## config.mk

```make
export PLATFORM = sky130hd
export DESIGN_NAME = errloc_corrector
export DESIGN_NICKNAME = d
export VERILOG_FILES = /design/src/rtl/errloc_pkg.sv /design/src/rtl/errloc_datapath.sv /design/src/rtl/errloc_ctrl.sv /design/src/rtl/errloc_corrector.sv
export SDC_FILE = /design/constraint.sdc
export NUM_CORES = 1
export LEC_CHECK = 0
export BUFFER_PORTS_ARGS = -buffer_cell sky130_fd_sc_hd__buf_4
export CAP_MARGIN = 20
export CORE_MARGIN = 2
export CORE_UTILIZATION = 55
export CTS_CLUSTER_SIZE = 40
export DETAILED_ROUTE_END_ITERATION = 16
export GPL_ROUTABILITY_DRIVEN = 0
export PLACE_DENSITY = 0.82
export SLEW_MARGIN = 20
export SYNTH_ARGS = -nofsm -noshare
export SYNTH_HDL_FRONTEND = slang
export SYNTH_SLANG_ARGS = --single-unit
export TNS_END_PERCENT = 5
```

## constraint.sdc

```tcl
create_clock -name clk -period 5.93 [get_ports clk]
set_input_delay 0.593 -clock clk [delete_from_list [all_inputs] [get_ports clk]]
set_output_delay 0.593 -clock clk [all_outputs]
set_load 0.01 [all_outputs]
```

## src/rtl/errloc_pkg.sv

```systemverilog
package errloc_pkg;

  // which value lands in the result register when a job finishes
  typedef enum logic [1:0] {
    RES_FIX    = 2'd0,
    RES_ERASED = 2'd1,
    RES_BAD    = 2'd2
  } res_sel_e;

  // strobes from control to datapath, one cycle each
  typedef struct packed {
    logic     capture;
    logic     accEcc;
    logic     accData;
    logic     bumpFix;
    logic     resLoad;
    res_sel_e resSel;
  } dp_ctrl_t;

  function automatic logic [3:0] zeroBits(input logic [7:0] b);
    logic [3:0] n;
    n = '0;
    for (int i = 0; i < 8; i++) n = n + {3'b000, ~b[i]};
    return n;
  endfunction

endpackage

```

## src/rtl/errloc_datapath.sv

```systemverilog
module errloc_datapath
  import errloc_pkg::*;
#(
  parameter int CHUNK_BYTES = 512,
  parameter int MAX_FIX     = 8,
  parameter int LOC_W       = 13,
  parameter int CNT_LSB     = 10,
  parameter int CNT_W       = 4,
  parameter int TAIL_LSB    = 16,
  parameter int IDX_W       = 4,
  parameter int ZC_W        = 4,
  parameter int RES_W       = 5,
  parameter int BYTE_AW     = 9
) (
  input  logic                    clk,
  input  logic                    rstN,
  input  dp_ctrl_t                ctl,
  input  logic [31:0]             statusIn,
  input  logic [31:0]             ecc0In,
  input  logic [31:0]             ecc1In,
  input  logic [31:0]             ecc2In,
  input  logic [IDX_W-1:0]        locIdx,
  input  logic [7:0]              ramRdData,
  output logic [CNT_W-1:0]        errCount,
  output logic                    locInRange,
  output logic [BYTE_AW-1:0]      locByte,
  output logic [7:0]              flipData,
  output logic                    overLimit,
  output logic                    dataZeroNone,
  output logic signed [RES_W-1:0] result,
  output logic                    uncorrectable
);

  localparam int NUM_LOCS  = MAX_FIX;
  localparam int PACK_W    = LOC_W * NUM_LOCS;
  localparam int TAIL_W    = PACK_W - 96;
  localparam int SEL_W     = $clog2(NUM_LOCS);
  localparam int BIT_LIMIT = CHUNK_BYTES * 8;
  localparam int ZC_CAP    = MAX_FIX + 1;

  logic [CNT_W-1:0]  countQ;
  logic [TAIL_W-1:0] tailQ;
  logic [31:0]       ecc0Q, ecc1Q, ecc2Q;
  logic [PACK_W-1:0] packedLocs;
  logic [LOC_W-1:0]  locRaw [NUM_LOCS];
  logic [LOC_W-1:0]  selRaw;
  logic [LOC_W-1:0]  decoded;
  logic [2:0]        locBit;
  logic [ZC_W-1:0]   eccZ, dataZ, eccNext, dataNext;
  logic [ZC_W:0]     eccSum, dataSum, totalZ;
  logic [3:0]        byteZeros;
  logic [IDX_W-1:0]  fixCnt;

  assign errCount   = countQ;
  assign packedLocs = {tailQ, ecc2Q, ecc1Q, ecc0Q};

  for (genvar g = 0; g < NUM_LOCS; g++) begin : g_loc
    assign locRaw[g] = packedLocs[g*LOC_W +: LOC_W];
  end

  always_comb begin
    if (32'(locIdx) < NUM_LOCS) selRaw = locRaw[locIdx[SEL_W-1:0]];
    else                        selRaw = '0;
  end

  assign decoded    = selRaw ^ LOC_W'(3);
  assign locInRange = 32'(decoded) < BIT_LIMIT;
  assign locByte    = decoded[3 +: BYTE_AW];
  assign locBit     = decoded[2:0];
  assign flipData   = ramRdData ^ (8'h01 << locBit);

  // zero-bit tallies saturate one above the correction limit
  assign byteZeros = zeroBits(ramRdData);
  assign eccSum    = {1'b0, eccZ} + (ZC_W+1)'(byteZeros);
  assign dataSum   = {1'b0, dataZ} + (ZC_W+1)'(byteZeros);
  assign eccNext   = (32'(eccSum) > ZC_CAP) ? ZC_W'(ZC_CAP) : eccSum[ZC_W-1:0];
  assign dataNext  = (32'(dataSum) > ZC_CAP) ? ZC_W'(ZC_CAP) : dataSum[ZC_W-1:0];
  assign totalZ    = {1'b0, eccZ} + {1'b0, dataZ};
  assign overLimit = 32'(totalZ) > MAX_FIX;
  assign dataZeroNone = (dataZ == '0);

  always_ff @(posedge clk) begin
    if (!rstN) begin
      countQ        <= '0;
      tailQ         <= '0;
      ecc0Q         <= '0;
      ecc1Q         <= '0;
      ecc2Q         <= '0;
      eccZ          <= '0;
      dataZ         <= '0;
      fixCnt        <= '0;
      result        <= '0;
      uncorrectable <= 1'b0;
    end else begin
      if (ctl.capture) begin
        countQ <= statusIn[CNT_LSB +: CNT_W];
        tailQ  <= statusIn[TAIL_LSB +: TAIL_W];
        ecc0Q  <= ecc0In;
        ecc1Q  <= ecc1In;
        ecc2Q  <= ecc2In;
        eccZ   <= '0;
        dataZ  <= '0;
        fixCnt <= '0;
      end
      if (ctl.accEcc)  eccZ   <= eccNext;
      if (ctl.accData) dataZ  <= dataNext;
      if (ctl.bumpFix) fixCnt <= fixCnt + 1'b1;
      if (ctl.resLoad) begin
        uncorrectable <= (ctl.resSel == RES_BAD);
        case (ctl.resSel)
          RES_FIX:    result <= RES_W'(fixCnt);
          RES_ERASED: result <= RES_W'(dataZ);
          default:    result <= '1;
        endcase
      end
    end
  end

  // flips reported never exceed the captured count
  a_r7_fix_within_count: assert property (@(posedge clk) disable iff (!rstN)
    (ctl.resLoad && ctl.resSel == RES_FIX) |-> (32'(fixCnt) <= 32'(countQ)));

  // an erased verdict is only given below the zero-bit limit
  a_r8_erased_under_limit: assert property (@(posedge clk) disable iff (!rstN)
    (ctl.resLoad && ctl.resSel == RES_ERASED) |-> !overLimit);

  // the bad verdict always carries -1
  a_r9_bad_is_minus_one: assert property (@(posedge clk) disable iff (!rstN)
    (ctl.resLoad && ctl.resSel == RES_BAD) |=> (uncorrectable && result == -1));

endmodule

```

## src/rtl/errloc_ctrl.sv

```systemverilog
module errloc_ctrl
  import errloc_pkg::*;
#(
  parameter int CHUNK_BYTES = 512,
  parameter int ECC_BYTES   = 13,
  parameter int MAX_FIX     = 8,
  parameter int CNT_W       = 4,
  parameter int IDX_W       = 4,
  parameter int AW          = 10,
  parameter int BYTE_AW     = 9
) (
  input  logic               clk,
  input  logic               rstN,
  input  logic               start,
  input  logic [CNT_W-1:0]   errCount,
  input  logic               locInRange,
  input  logic [BYTE_AW-1:0] locByte,
  input  logic [7:0]         flipData,
  input  logic               overLimit,
  input  logic               dataZeroNone,
  output dp_ctrl_t           ctl,
  output logic [IDX_W-1:0]   locIdx,
  output logic [AW-1:0]      ramAddr,
  output logic               ramRdEn,
  output logic               ramWrEn,
  output logic [7:0]         ramWrData,
  output logic               busy,
  output logic               done
);

  localparam int TOTAL  = CHUNK_BYTES + ECC_BYTES;
  localparam int SCAN_W = $clog2(TOTAL + 1);

  typedef enum logic [3:0] {
    S_IDLE, S_DISPATCH, S_LOC_CHECK, S_LOC_WRITE,
    S_SCAN, S_DRAIN, S_DECIDE, S_FILL, S_DONE
  } state_e;

  state_e             state, stateNext;
  logic [SCAN_W-1:0]  scanIdx;
  logic [BYTE_AW-1:0] fillIdx;
  logic               pendEcc, pendData;
  logic               scanIssue, scanInEcc;
  logic [AW-1:0]      scanAddr;

  assign scanInEcc = 32'(scanIdx) < ECC_BYTES;
  assign scanAddr  = scanInEcc ? AW'(CHUNK_BYTES + 32'(scanIdx))
                               : AW'(32'(scanIdx) - ECC_BYTES);
  assign scanIssue = (state == S_SCAN) && !overLimit && (32'(scanIdx) < TOTAL);

  always_comb begin
    stateNext   = state;
    ctl         = '0;
    ctl.resSel  = RES_FIX;
    ctl.accEcc  = pendEcc;
    ctl.accData = pendData;
    ramAddr     = '0;
    ramRdEn     = 1'b0;
    ramWrEn     = 1'b0;
    ramWrData   = '0;
    done        = 1'b0;
    case (state)
      S_IDLE: if (start) begin
        ctl.capture = 1'b1;
        stateNext   = S_DISPATCH;
      end
      S_DISPATCH: stateNext = (32'(errCount) > MAX_FIX) ? S_SCAN : S_LOC_CHECK;
      S_LOC_CHECK: begin
        if (32'(locIdx) == 32'(errCount)) begin
          ctl.resLoad = 1'b1;
          ctl.resSel  = RES_FIX;
          stateNext   = S_DONE;
        end else if (locInRange) begin
          ramRdEn   = 1'b1;
          ramAddr   = AW'(locByte);
          stateNext = S_LOC_WRITE;
        end
      end
      S_LOC_WRITE: begin
        ramWrEn     = 1'b1;
        ramAddr     = AW'(locByte);
        ramWrData   = flipData;
        ctl.bumpFix = 1'b1;
        stateNext   = S_LOC_CHECK;
      end
      S_SCAN: begin
        if (overLimit) stateNext = S_DECIDE;
        else begin
          ramRdEn = scanIssue;
          ramAddr = scanAddr;
          if (32'(scanIdx) >= TOTAL - 1) stateNext = S_DRAIN;
        end
      end
      S_DRAIN: stateNext = S_DECIDE;
      S_DECIDE: begin
        if (overLimit) begin
          ctl.resLoad = 1'b1;
          ctl.resSel  = RES_BAD;
          stateNext   = S_DONE;
        end else if (dataZeroNone) begin
          ctl.resLoad = 1'b1;
          ctl.resSel  = RES_ERASED;
          stateNext   = S_DONE;
        end else begin
          stateNext = S_FILL;
        end
      end
      S_FILL: begin
        ramWrEn   = 1'b1;
        ramAddr   = AW'(fillIdx);
        ramWrData = 8'hFF;
        if (32'(fillIdx) == CHUNK_BYTES - 1) begin
          ctl.resLoad = 1'b1;
          ctl.resSel  = RES_ERASED;
          stateNext   = S_DONE;
        end
      end
      S_DONE: begin
        done      = 1'b1;
        stateNext = S_IDLE;
      end
      default: stateNext = S_IDLE;
    endcase
  end

  assign busy = (state != S_IDLE);

  always_ff @(posedge clk) begin
    if (!rstN) begin
      state    <= S_IDLE;
      locIdx   <= '0;
      scanIdx  <= '0;
      fillIdx  <= '0;
      pendEcc  <= 1'b0;
      pendData <= 1'b0;
    end else begin
      state    <= stateNext;
      pendEcc  <= scanIssue && scanInEcc;
      pendData <= scanIssue && !scanInEcc;
      if (ctl.capture) begin
        locIdx  <= '0;
        scanIdx <= '0;
        fillIdx <= '0;
      end
      if (state == S_LOC_WRITE ||
          (state == S_LOC_CHECK && !locInRange && 32'(locIdx) != 32'(errCount)))
        locIdx <= locIdx + 1'b1;
      if (scanIssue) scanIdx <= scanIdx + 1'b1;
      if (state == S_FILL) fillIdx <= fillIdx + 1'b1;
    end
  end

  // completion is a single-cycle pulse
  a_r10_done_pulse: assert property (@(posedge clk) disable iff (!rstN)
    done |=> !done);

  // the flip write hits the byte read in the cycle before
  a_r5_rmw_same_byte: assert property (@(posedge clk) disable iff (!rstN)
    (ramWrEn && state == S_LOC_WRITE) |-> ($past(ramRdEn) && ramAddr == $past(ramAddr)));

  // every RAM access stays inside the chunk plus its check bytes
  a_r8_addr_in_window: assert property (@(posedge clk) disable iff (!rstN)
    (ramRdEn || ramWrEn) |-> (32'(ramAddr) < TOTAL));

  // the blanking pass never writes a check byte
  a_r8_fill_data_only: assert property (@(posedge clk) disable iff (!rstN)
    (state == S_FILL) |-> (ramWrEn && 32'(ramAddr) < CHUNK_BYTES && ramWrData == 8'hFF));

  // a start while busy does not restart the job
  a_r11_busy_start_ignored: assert property (@(posedge clk) disable iff (!rstN)
    (busy && start && state != S_DONE) |=> busy);

endmodule

```

## src/rtl/errloc_corrector.sv

```systemverilog
module errloc_corrector
  import errloc_pkg::*;
#(
  parameter  int CHUNK_BYTES = 512,
  parameter  int ECC_BYTES   = 13,
  parameter  int MAX_FIX     = 8,
  parameter  int LOC_W       = 13,
  localparam int AW          = $clog2(CHUNK_BYTES + ECC_BYTES),
  localparam int IDX_W       = $clog2(MAX_FIX + 1),
  localparam int ZC_W        = $clog2(MAX_FIX + 2),
  localparam int RES_W       = ((IDX_W > ZC_W) ? IDX_W : ZC_W) + 1
) (
  input  logic                    clk,
  input  logic                    rstN,
  input  logic                    start,
  input  logic [31:0]             statusWord,
  input  logic [31:0]             eccWord0,
  input  logic [31:0]             eccWord1,
  input  logic [31:0]             eccWord2,
  output logic [AW-1:0]           ramAddr,
  output logic                    ramRdEn,
  output logic                    ramWrEn,
  output logic [7:0]              ramWrData,
  input  logic [7:0]              ramRdData,
  output logic                    busy,
  output logic                    done,
  output logic signed [RES_W-1:0] result,
  output logic                    uncorrectable
);

  localparam int BYTE_AW = $clog2(CHUNK_BYTES);
  localparam int CNT_W   = 4;

  dp_ctrl_t           ctl;
  logic [CNT_W-1:0]   errCount;
  logic [IDX_W-1:0]   locIdx;
  logic               locInRange, overLimit, dataZeroNone;
  logic [BYTE_AW-1:0] locByte;
  logic [7:0]         flipData;

  errloc_ctrl #(
    .CHUNK_BYTES(CHUNK_BYTES), .ECC_BYTES(ECC_BYTES), .MAX_FIX(MAX_FIX),
    .CNT_W(CNT_W), .IDX_W(IDX_W), .AW(AW), .BYTE_AW(BYTE_AW)
  ) i_ctrl (
    .clk(clk), .rstN(rstN), .start(start),
    .errCount(errCount), .locInRange(locInRange), .locByte(locByte),
    .flipData(flipData), .overLimit(overLimit), .dataZeroNone(dataZeroNone),
    .ctl(ctl), .locIdx(locIdx),
    .ramAddr(ramAddr), .ramRdEn(ramRdEn), .ramWrEn(ramWrEn), .ramWrData(ramWrData),
    .busy(busy), .done(done)
  );

  errloc_datapath #(
    .CHUNK_BYTES(CHUNK_BYTES), .MAX_FIX(MAX_FIX), .LOC_W(LOC_W),
    .CNT_LSB(10), .CNT_W(CNT_W), .TAIL_LSB(16),
    .IDX_W(IDX_W), .ZC_W(ZC_W), .RES_W(RES_W), .BYTE_AW(BYTE_AW)
  ) i_dp (
    .clk(clk), .rstN(rstN), .ctl(ctl),
    .statusIn(statusWord), .ecc0In(eccWord0), .ecc1In(eccWord1), .ecc2In(eccWord2),
    .locIdx(locIdx), .ramRdData(ramRdData),
    .errCount(errCount), .locInRange(locInRange), .locByte(locByte),
    .flipData(flipData), .overLimit(overLimit), .dataZeroNone(dataZeroNone),
    .result(result), .uncorrectable(uncorrectable)
  );

endmodule

```

# Word level (Yosys, flattened, before mapping)
# Index checks and enable logic that the tools add are counted.
# W data, S select, Z words.
[word_totals]
regBits = 155
in_bits = 139
output_inout_bits = 28
wordCells = 139
[classes]
n_addsub = 16
magnitude_cmp = 10
eq_ne = 17
n_shift = 1
n_mux = 46
bitwise_logic = 11
n_reduce_logical = 22
[ops]
columns = ["operator", "n"]
rows = [
  ["$mux W4", 15],
  ["$mux W10", 5],
  ["$pmux W10 S4", 1],
  ["$bmux W13 S3", 1],
  ["$mux W13", 3],
  ["$pmux W4 S8", 1],
  ["$mux W9", 3],
  ["$add A4 B1 Y4", 6],
  ["$eq A4 B3 Y1 const B", 4],
  ["$pmux W8 S2", 1],
  ["$add A4 B4 Y5", 3],
  ["$gt A5 B4 Y1 const B", 3],
  ["$mux W3", 5],
  ["$lt A13 B13 Y1 const B", 1],
  ["$reduce_bool A2 Y1", 6],
  ["$add A10 B1 Y10 const B", 1],
  ["$add A10 B10 Y10 const A", 1],
  ["$ge A10 B10 Y1 const B", 1],
  ["$lt A10 B10 Y1 const B", 1],
  ["$lt A10 B4 Y1 const B", 1],
  ["$pmux W5 S2", 1],
  ["$sub A10 B4 Y10 const B", 1],
  ["$add A9 B1 Y9 const B", 1],
  ["$eq A9 B9 Y1 const B", 1],
  ["32 further kinds", 56],
]

# Depth between registers and ports, before layout
# Gate-level depths: netlist of the first run.
[depth]
depth_word = 12
depth_mapped = 14
depth_no_buf = 14

# Cells and area by module
# A second synthesis of the first run with hierarchy kept.
[hier_totals]
cells_unflattened = 880
hier_area_um2 = 8546.9
[modules_own_cells]
columns = ["mod", "instances", "cells_each", "area_per_inst_um2", "seq_area_each_um2"]
rows = [
  ["errloc_datapath", 1, 587, 6392.4, 2522.4],
  ["errloc_ctrl", 1, 293, 2154.6, 580.6],
]

# Worst setup path before layout of the first run
# Ideal clock, no wire load.
[synth_path]
path_type = "in2reg"
from = "input port ramRdData[1]"
to = "register i_dp.eccZ[3]"
setup_ns = 0.128
arrival_time_ns = 4.007
t_required_ns = 5.802
path_slack_ns = 1.796
cell_stages = 13
path_buffers = 0
cell_sequence = "inv_1 ha_1 fa_1 fa_1 fa_1 fa_1 ha_1 a21o_1 a21oi_1 a31oi_1 or3_1 a21oi_1 nor2_1"
[synth_via]
elab_chain_cells = 12
[synth_lines]
columns = ["item", "line", "source"]
rows = [
  ["start: declaration", "errloc_corrector.sv:24", "input logic [7:0] ramRdData,"],
  ["$not A1 Y1 (*)", "errloc_pkg.sv:23", "for (int i = 0; i < 8; i++) n = n + {3'b000, ~b[i]};"],
  ["$add A1 B1 Y2 (*)", "errloc_pkg.sv:23", ""],
  ["$add A4 B1 Y4 (*) (6 in series)", "errloc_pkg.sv:23", ""],
  ["$add A4 B4 Y5 (*)", "errloc_datapath.sv:74", "assign eccSum = {1'b0, eccZ} + (ZC_W+1)'(byteZeros);"],
  ["$gt A5 B4 Y1", "errloc_datapath.sv:76", "assign eccNext = (32'(eccSum) > ZC_CAP) ? ZC_W'(ZC_CAP) : eccSum[ZC_W-1:0];"],
  ["$mux W4 (*)", "errloc_datapath.sv:76", ""],
  ["$mux W4 (*)", "errloc_datapath.sv:105", "if (ctl.accEcc) eccZ <= eccNext;"],
  ["end signal: assignment", "errloc_datapath.sv:105", ""],
  ["end: declaration", "errloc_datapath.sv:49", "logic [ZC_W-1:0] eccZ, dataZ, eccNext, dataNext;"],
]
# Every way passes the cells marked *; elsewhere a longest branch is shown, timed or not.
# A chain may end at the register's enable or synchronous reset.

# Worst setup path in the final report of the first run
[layout_path]
from = "input port ramRdData[1]"
to = "register i_dp.eccZ[0]"
# Same word-level chain as after synthesis.

==> results of run 1 <==
-- Yosys cell counts (4+ instances only) --
master and number:
nand2_1 270, dfxtp_1 155, a21oi_1 138, clkbuf_1 55, nor2_1 52, o21ai_0 28, ha_1 22, mux2i_1 22
mux4_2 22, nand3_1 22, inv_1 21, xnor2_1 13, buf_2 10, o221ai_1 9, xor2_1 9, and2_1 8
and3_1 8, nor2b_1 8, nor3_1 8, a21o_1 7, fa_1 7, a31oi_1 6, nand3b_1 6, or3_1 6
buf_1 5, nor3b_1 5, nor4_1 4, o21bai_1 4, o221a_2 4
-- final cells by class --
cell class | count | area [µm²]
Clock inverter | 11 | 158.9
Sequential cell | 155 | 3104
Multi-Input combinational cell | 747 | 4574
Inverter | 22 | 85.08
Timing Repair Buffer | 152 | 1154
Clock buffer | 20 | 456.7
Tap cell | 184 | 230.2
Fill cell | 1169 | 4661
-- per-stage QoR --
step                      hold slack (ns)  setup slack [ns]  util, %  cell area [µm²]  total power [µW]
after floorplan                    0.4331             1.796        -             8066              1399
after global placement             0.4393             1.540    63.28             9128              1524
after detailed placement           0.4442             1.411    63.28             9128              1538
after CTS                          0.4072             1.848    67.55             9743              2664
after global routing               0.4109             1.703    67.69             9763              2762
final                              0.4119             1.843    67.69             9763              2660
-- cells by family (layout without fill, tap and decap cells) --
| kind of cell | count (synthesis) | after routing |
|---|---|---|
| and+or+nand+nor | 415 | 415 |
| AOI/OAI and AO/OA | 237 | 237 |
| DFF | 155 | 155 |
| buffers and inverters | 97 | 205 |
| muxes | 44 | 44 |
| adders and majority gates | 29 | 29 |
| xor gates and xnor gates | 22 | 22 |
-- worst max-delay path by stage --
stage	to	slack, ns	cells after the start
floorplan	i_dp.eccZ[3]	1.80	13
global placement	i_dp.eccZ[0]	1.54	14
detailed placement	i_dp.eccZ[0]	1.41	14
CTS	i_dp.eccZ[0]	1.85	14
global route	i_dp.eccZ[0]	1.70	13
finish	i_dp.eccZ[0]	1.84	14
-- per-layer routing --
| metal | vias to the layer above | part of all wire [%] |
|---|---|---|
| li1 | 3646 | - |
| met1 | 3429 | 43 |
| met2 | 235 | 49 |
| met3 | 37 | 5.3 |
| met4 | 0 | 2.5 |
| met5 | - | 0 |
-- power groups by stage --
stage	combinational [µW]	clock, µW	sequential [µW]
2_1_floorplan	254	0	1150
3_3_place_gp	367	0	1160
3_5_place_dp	379	0	1160
4_1_cts	382	1140	1140
5_1_grt	427	1190	1140
6_report	383	1140	1140
-- registers in the layout (all words and copies together) (netlist names), 4 cells and up --
| name | count |
|---|---|
| i_dp.ecc2Q | 32 |
| i_dp.fixCnt | 4 |
| i_dp.eccZ | 4 |
| i_dp.tailQ | 8 |
| i_ctrl.fillIdx | 9 |
| i_dp.dataZ | 4 |
| i_ctrl.locIdx | 4 |
| i_dp.errCount | 4 |
| i_ctrl.scanIdx | 10 |
| i_dp.ecc1Q | 32 |
| i_dp.ecc0Q | 32 |
| i_ctrl.state | 4 |
| i_dp.result | 5 |
-- critical path, delay by kind of cell --
family | cells | cell delay (ns)
compound gates | 5 | 0.65
fa+ha+maj | 6 | 2.55
buf+inv | 2 | 0.18
simple gates | 1 | 0.39
==> metrics.log, run 1 <==
[metrics] post-detailed-route via-to-cell ratio: 5.691
[metrics] width of the die: 125.1 µm
[metrics] number of cells produced by synthesis: 999
[metrics] average wire length per cell after detail routing: approximately 16 µm
[metrics] post-route DRC violation count: 0
[metrics] net count after synthesis: 1,167
[metrics] RSZ-0062 raised after global routing: no
[metrics] placeable core region: 14,420 µm²
[metrics] routing layer with the top usage in global route: met2
[metrics] Chip Height: 125.1 µm
[metrics] sequential share of the synthesized area: 38.47%
[metrics] depth of the worst hold-timing path: 3
[metrics] synth-to-layout area growth: 21.03%
[metrics] leading cell types by total area after synthesis: dfxtp_1 38%, nand2_1 13%, a21oi_1 8.6%
[metrics] final clock skew: roughly 0.0083 ns
[metrics] total number of vias: roughly 7,300
[metrics] Hold Crit Endpoint: i_dp.ecc2Q[9]
[metrics] count of non-filler cells in the finished layout: 1,291
[metrics] portion of synthesized cell area occupied by the leading cell type: 38.47%
[metrics] largest incremental delay on the critical path: 0.63 ns
[metrics] number of global-route vias before repair: roughly 7,200
[metrics] number of enable flip-flop cells after synthesis: 0
[metrics] maximum vdd drop: 0.0002925 V
[metrics] maximum fanout encountered on the critical timing path: 4
[metrics] Final Hold Fails: 0
[metrics] Remaining Overflow, GRT: 0
[metrics] cell internal pwr: 1959 µW
[metrics] ys async rst share: 0%
[metrics] share of the synthesized area in compound gates (AO/OA/AOI/OAI): 17.71%
[metrics] sequential power share: 42.8%
[metrics] Arrival @ worst endpoint: between 4 and 5 ns
[metrics] IO Port Bufs: around 150
[metrics] TNS Setup: 0 ns
[metrics] root buffer selected by CTS: clkbuf_16
[metrics] Die ar.: 15,650 µm²
[metrics] total of max-cap violations: 0
[metrics] power share of the clock group: a little over two fifths
[metrics] net switching component of the power: 701.6 µW
[metrics] relative slew slack: 28.88%
[metrics] M1 GR Usage: roughly a third
[metrics] HP Class: primary input to register
[metrics] critical setup path kind: primary input to register
[metrics] post-synthesis mux area share: roughly 9%
[metrics] number of distinct library cells after synthesis: 65
[metrics] final antenna-violating net count: 0
[metrics] clock transition time at the flip-flop clock pins of the worst setup and hold paths: 0.07 ns
[metrics] final net count: 1,263
[metrics] violation count after the first detailed-routing iteration: 649
[metrics] number of primary I/O pins: 167
[metrics] power density over the cells: 272.5 nW/µm²
[metrics] Min-Delay Startpoint: eccWord2[9]
[metrics] pin count of the biggest net entering global routing: 114
[metrics] flop-to-flop setup slack: between 2 and 3 ns
[metrics] Initial Util: approximately 56%
[metrics] global routing usage on met3: 5.392%
[metrics] leading cell type in the layout, fill and taps excluded: nand2_1
[metrics] Lkg Pwr: 0.003978 µW
[metrics] total number of yosys warnings: 0
[metrics] hpwl dp: between 10,000 and 15,000 µm
[metrics] fraction of the cycle the final worst path needs: 68.93%
[metrics] Worst path slowest cell: fa_1
[metrics] Post-Synth Adder-Cell Area: approximately 5.1%
[metrics] standard-cell row count: 44
[metrics] proportion of layout cells with a drive suffix above 1: 20.23%
[metrics] total setup buffers inserted after CTS: 0
[metrics] worst reg-to-reg path cell count: 7
[metrics] Total GRT Usage: 26.88%
[metrics] CTS max path bufs: 2
[metrics] global-route wire length before repair: around 34,000 µm
[metrics] fraction of synthesized cell area in xor and xnor cells: about 2.4%
[metrics] wirelength, routed: approximately 21,000 µm
[metrics] CTS Sinks: 155
[metrics] initial antenna violation count: 0
[metrics] count of pins over their slew limit: 0
[metrics] Pre-Repair DR Iteration Count: 7
[metrics] actual slew at the worst max-slew pin: approximately 1.1 ns
[metrics] TritonCTS clock tree: done
[metrics] #FFs+latches synth: 155
[metrics] GR Util met2: 45.62%
[metrics] count of inserted antenna diode cells: 0
[metrics] cell-by-cell listing of the critical path: buf_4 -> inv_1 -> ha_1 -> fa_1 -> fa_1 -> fa_1 -> fa_1 -> ha_1 -> a21o_1 -> a21oi_1 -> a31oi_1 -> or3_1 -> o31ai_1 -> a311oi_1
[metrics] CP endpoint kind: register
[metrics] cell taking the most area after synthesis: dfxtp_1
[metrics] Setup-failing EPs final: 0
[metrics] clock latency at the later pin of the worst-skew pair: 0.42 ns
[metrics] largest family of logic cells by synthesized area: simple AND/OR/NAND/NOR gates
[metrics] crit path time final: 4.087 ns
[metrics] quantity of gates resized following cts: 0
[metrics] clock buffers created by TritonCTS: 17
[metrics] top flip-flop cell by instance count after synthesis: dfxtp_1
[metrics] Placed Cells: approximately 1,300
[metrics] startpoint of the worst-slack reg-to-reg timing path: i_ctrl.state[1]
[metrics] status: complete, no violations
[metrics] Data required, critical path: 6.20 ns
[metrics] net switching share of the total power: roughly a quarter
[metrics] commonest cells after routing, fill and taps aside: 270 x nand2_1, 154 x dfxtp_1, 151 x buf_4, 138 x a21oi_1, 52 x nor2_1
[metrics] CP most frequent cell: fa_1
[metrics] origin of the worst setup path: ramRdData[1]
[metrics] basic-gate share of the synthesized area counting and, or, nand and nor cells: between 20% and 30%
[metrics] hold-fix buffer count after cts: 0
[metrics] Logic pwr share: 14.4%
[metrics] endpoint of the lowest-slack register-to-register path: i_ctrl.scanIdx[2]
[metrics] H-tree depth reported by CTS: 4
[metrics] startpoint kind of the worst setup timing path: primary input
[metrics] Max Freq: 0.2446 GHz
[metrics] Mapped Avg Cell Area: roughly 8.1 µm²
[metrics] post-synth design cell area: 8066 µm²
Note: power is estimated with default switching activity, not from simulation.
==> run 2: changes to the inputs <==
- CORE_UTILIZATION: 55 -> 50
- PLACE_DENSITY: 0.82 -> 0.79
- clock period: 5.93 -> 3.63 ns (I/O delays scaled with it)
==> metrics.log, run 2 (synthesis gave the netlist of run 1 again) <==
[metrics] status: finished with violations
[metrics] failing checks: setup timing
[metrics] Initial Util: 50.96%
[metrics] relative slew slack: 33.72%
[metrics] actual slew at the worst max-slew pin: 0.9942 ns
[metrics] global-route wire length before repair: 33,600 µm
[metrics] count of inserted antenna diode cells: 0
[metrics] wirelength, routed: 21,380 µm
[metrics] TritonCTS clock tree: done
[metrics] total of max-cap violations: 0
[metrics] power share of the clock group: slightly below 40%
[metrics] commonest cells after routing, fill and taps aside: 269 x nand2_1, 170 x buf_4, 154 x dfxtp_1, 134 x a21oi_1, 52 x nor2_1
[metrics] critical setup path kind: primary input to register
[metrics] number of global-route vias before repair: 6,848
[metrics] HP Class: primary input to register
[metrics] final net count: 1,285
[metrics] Post-Place Worst Slack: -0.5243 ns
[metrics] crit path time final: 3.636 ns
[metrics] average wire length per cell after detail routing: ~16 µm
[metrics] Logic pwr share: between 10% and 20%
[metrics] Data required, critical path: about 3.9 ns
[metrics] power density over the cells: ~420 nW/µm²
[metrics] H-tree depth reported by CTS: 4
[metrics] CP endpoint kind: register
[metrics] total power after layout: 4252 µW
[metrics] RSZ-0062 raised after global routing: yes
[metrics] CTS max path bufs: 2
[metrics] TNS Setup: -0.005945 ns
[metrics] sequential power share: between 40% and 50%
[metrics] root buffer selected by CTS: clkbuf_16
[metrics] top flop regs: i_dp.ecc0Q (32), i_dp.ecc1Q (32), i_dp.ecc2Q (32)
[metrics] Pre-Repair DR Iteration Count: 5
[metrics] maximum fanout encountered on the critical timing path: 4
[metrics] sum of buffers and inverters on the critical path: 2
[metrics] Layout Utilization: 63.27%
[metrics] proportion of layout cells with a drive suffix above 1: 23.29%
[metrics] maximum vdd drop: 0.0004318 V
[metrics] hpwl dp: 15,260 µm
[metrics] Max Freq: 0.2750 GHz
[metrics] Chip Height: about 130 µm
[metrics] net switching share of the total power: 27.29%
[metrics] fraction of the cycle the final worst path needs: 100.2%
[metrics] clock buffers created by TritonCTS: 17
[metrics] Worst path top cell family by delay: adder cells
[metrics] routing layer with the top usage in global route: met2
[metrics] post-detailed-route via-to-cell ratio: 5.532
[metrics] width of the die: 131.0 µm
[metrics] startpoint kind of the worst setup timing path: primary input
[metrics] total number of vias: 7,441
[metrics] pin count of the biggest net entering global routing: 98
[metrics] GR Util met2: 41.85%
[metrics] IO Port Bufs: 146
[metrics] initial antenna violation count: 0
[metrics] placeable core region: around 16,000 µm²
[metrics] final antenna-violating net count: 0
[metrics] final clock skew: 0.008442 ns
[metrics] CTS Sinks: 155
[metrics] cell internal pwr: a little over 3000 µW
[metrics] cell-by-cell listing of the critical path: buf_8 -> inv_4 -> ha_4 -> fa_1 -> fa_1 -> fa_2 -> fa_2 -> ha_4 -> a21o_1 -> a21oi_2 -> a31oi_1 -> or3_4 -> o31ai_2 -> a311oi_1
[metrics] Final Hold Fails: 0
[metrics] number of primary I/O pins: 167
[metrics] clock latency at the later pin of the worst-skew pair: 0.43 ns
[metrics] Die ar.: roughly 17,000 µm²
[metrics] Worst path slowest cell: fa_2
[metrics] net switching component of the power: 1160 µW
[metrics] clock transition time at the flip-flop clock pins of the worst setup and hold paths: roughly 0.06 ns
[metrics] standard-cell row count: 46
[metrics] largest incremental delay on the critical path: about 0.69 ns
[metrics] count of pins over their slew limit: 0
[metrics] final standard cell area without fillers: about 10,000 µm²
[metrics] Remaining Overflow, GRT: 0
[metrics] dpl cell area: 9403 µm²
[metrics] violation count after the first detailed-routing iteration: 506
[metrics] crit path setup slack, layout: -0.005945 ns
[metrics] M1 GR Usage: approximately 33%
[metrics] Arrival @ worst endpoint: 3.90 ns
[metrics] synth-to-layout area growth: 24.15%
[metrics] leading cell type in the layout, fill and taps excluded: nand2_1
[metrics] Lkg Pwr: between 0.004 and 0.005 µW
[metrics] Setup-failing EPs final: 1
[metrics] global routing usage on met3: about 4.5%
[metrics] Total GRT Usage: 25.22%
[metrics] post-route DRC violation count: 0
[run 2: cell types whose count changed in the layout (fill, tap and decap cells not counted), sizes merged]
cell | before | now
clkinv | 2 | 6
bufinv | 3 | 1
inv | 25 | 26
buf | 152 | 174
clkinvlp | 3 | 1
clkbuf | 20 | 19
[run 2: worst paths after layout]
| path | cells past startpoint | startpoint | to | slack [ns] |
|---|---|---|---|---|
| worst min register to register | 2 | i_dp.ecc2Q[16] | i_dp.ecc2Q[16] | 0.45 |
| worst max-delay path | 14 | ramRdData[0] | i_dp.dataZ[0] | -0.006 |
| worst max register to register | 8 | i_dp.dataZ[1] | i_dp.result[1] | 0.83 |
| worst min-delay path | 3 | eccWord0[8] | i_dp.ecc0Q[8] | 0.18 |
[run 2: cell type report]
type	count	area [µm²]
Tap cell	216	270.3
Clock inverter	12	113.9
Inverter	22	100.1
Timing Repair Buffer	174	1329
Fill cell	1400	5813
Sequential cell	155	3104
Multi-Input combinational cell	747	4654
Clock buffer	19	442.9
[run 2: repair_timing]
item	CTS	global route
buffers inserted	2	0
pin swaps	1	17
endpoints found under the setup margin	8	9
hold buffers	0	0
gates resized for setup	1	10
[run 2: power by group through the flow]
stage          clock network (µW)  logic [µW]  registers (µW)
2_1_floorplan                   0         433            1870
3_3_place_gp                    0         653            1890
3_5_place_dp                    0         670            1890
4_1_cts                      1700         692            1860
5_1_grt                      1770         785            1870
6_report                     1680         711            1860
[run 2: worst reg2reg max path: stages (launching register included)]
cell and delay, ns:
dfxtp_1 0.52, inv_1 0.14, fa_1 0.47, xnor2_1 0.18, o221ai_1 0.15, o211ai_1 0.60
nor2_1 0.11, a21oi_1 0.34, o221a_2 0.25
[run 2: metal layers]
metal	share of wire, %	routed length (µm)
met1	43	9299
met2	48	10350
met3	5.7	1222
met4	2.4	508
met5	0	0
[run 2: through the flow]
step,std cells,hold slack [ns]
2_1_floorplan,999,0.4331
3_3_place_gp,1312,0.4396
3_5_place_dp,1312,0.4445
4_1_cts,1345,0.1683
5_1_grt,1345,0.1710
6_report,1345,0.1763
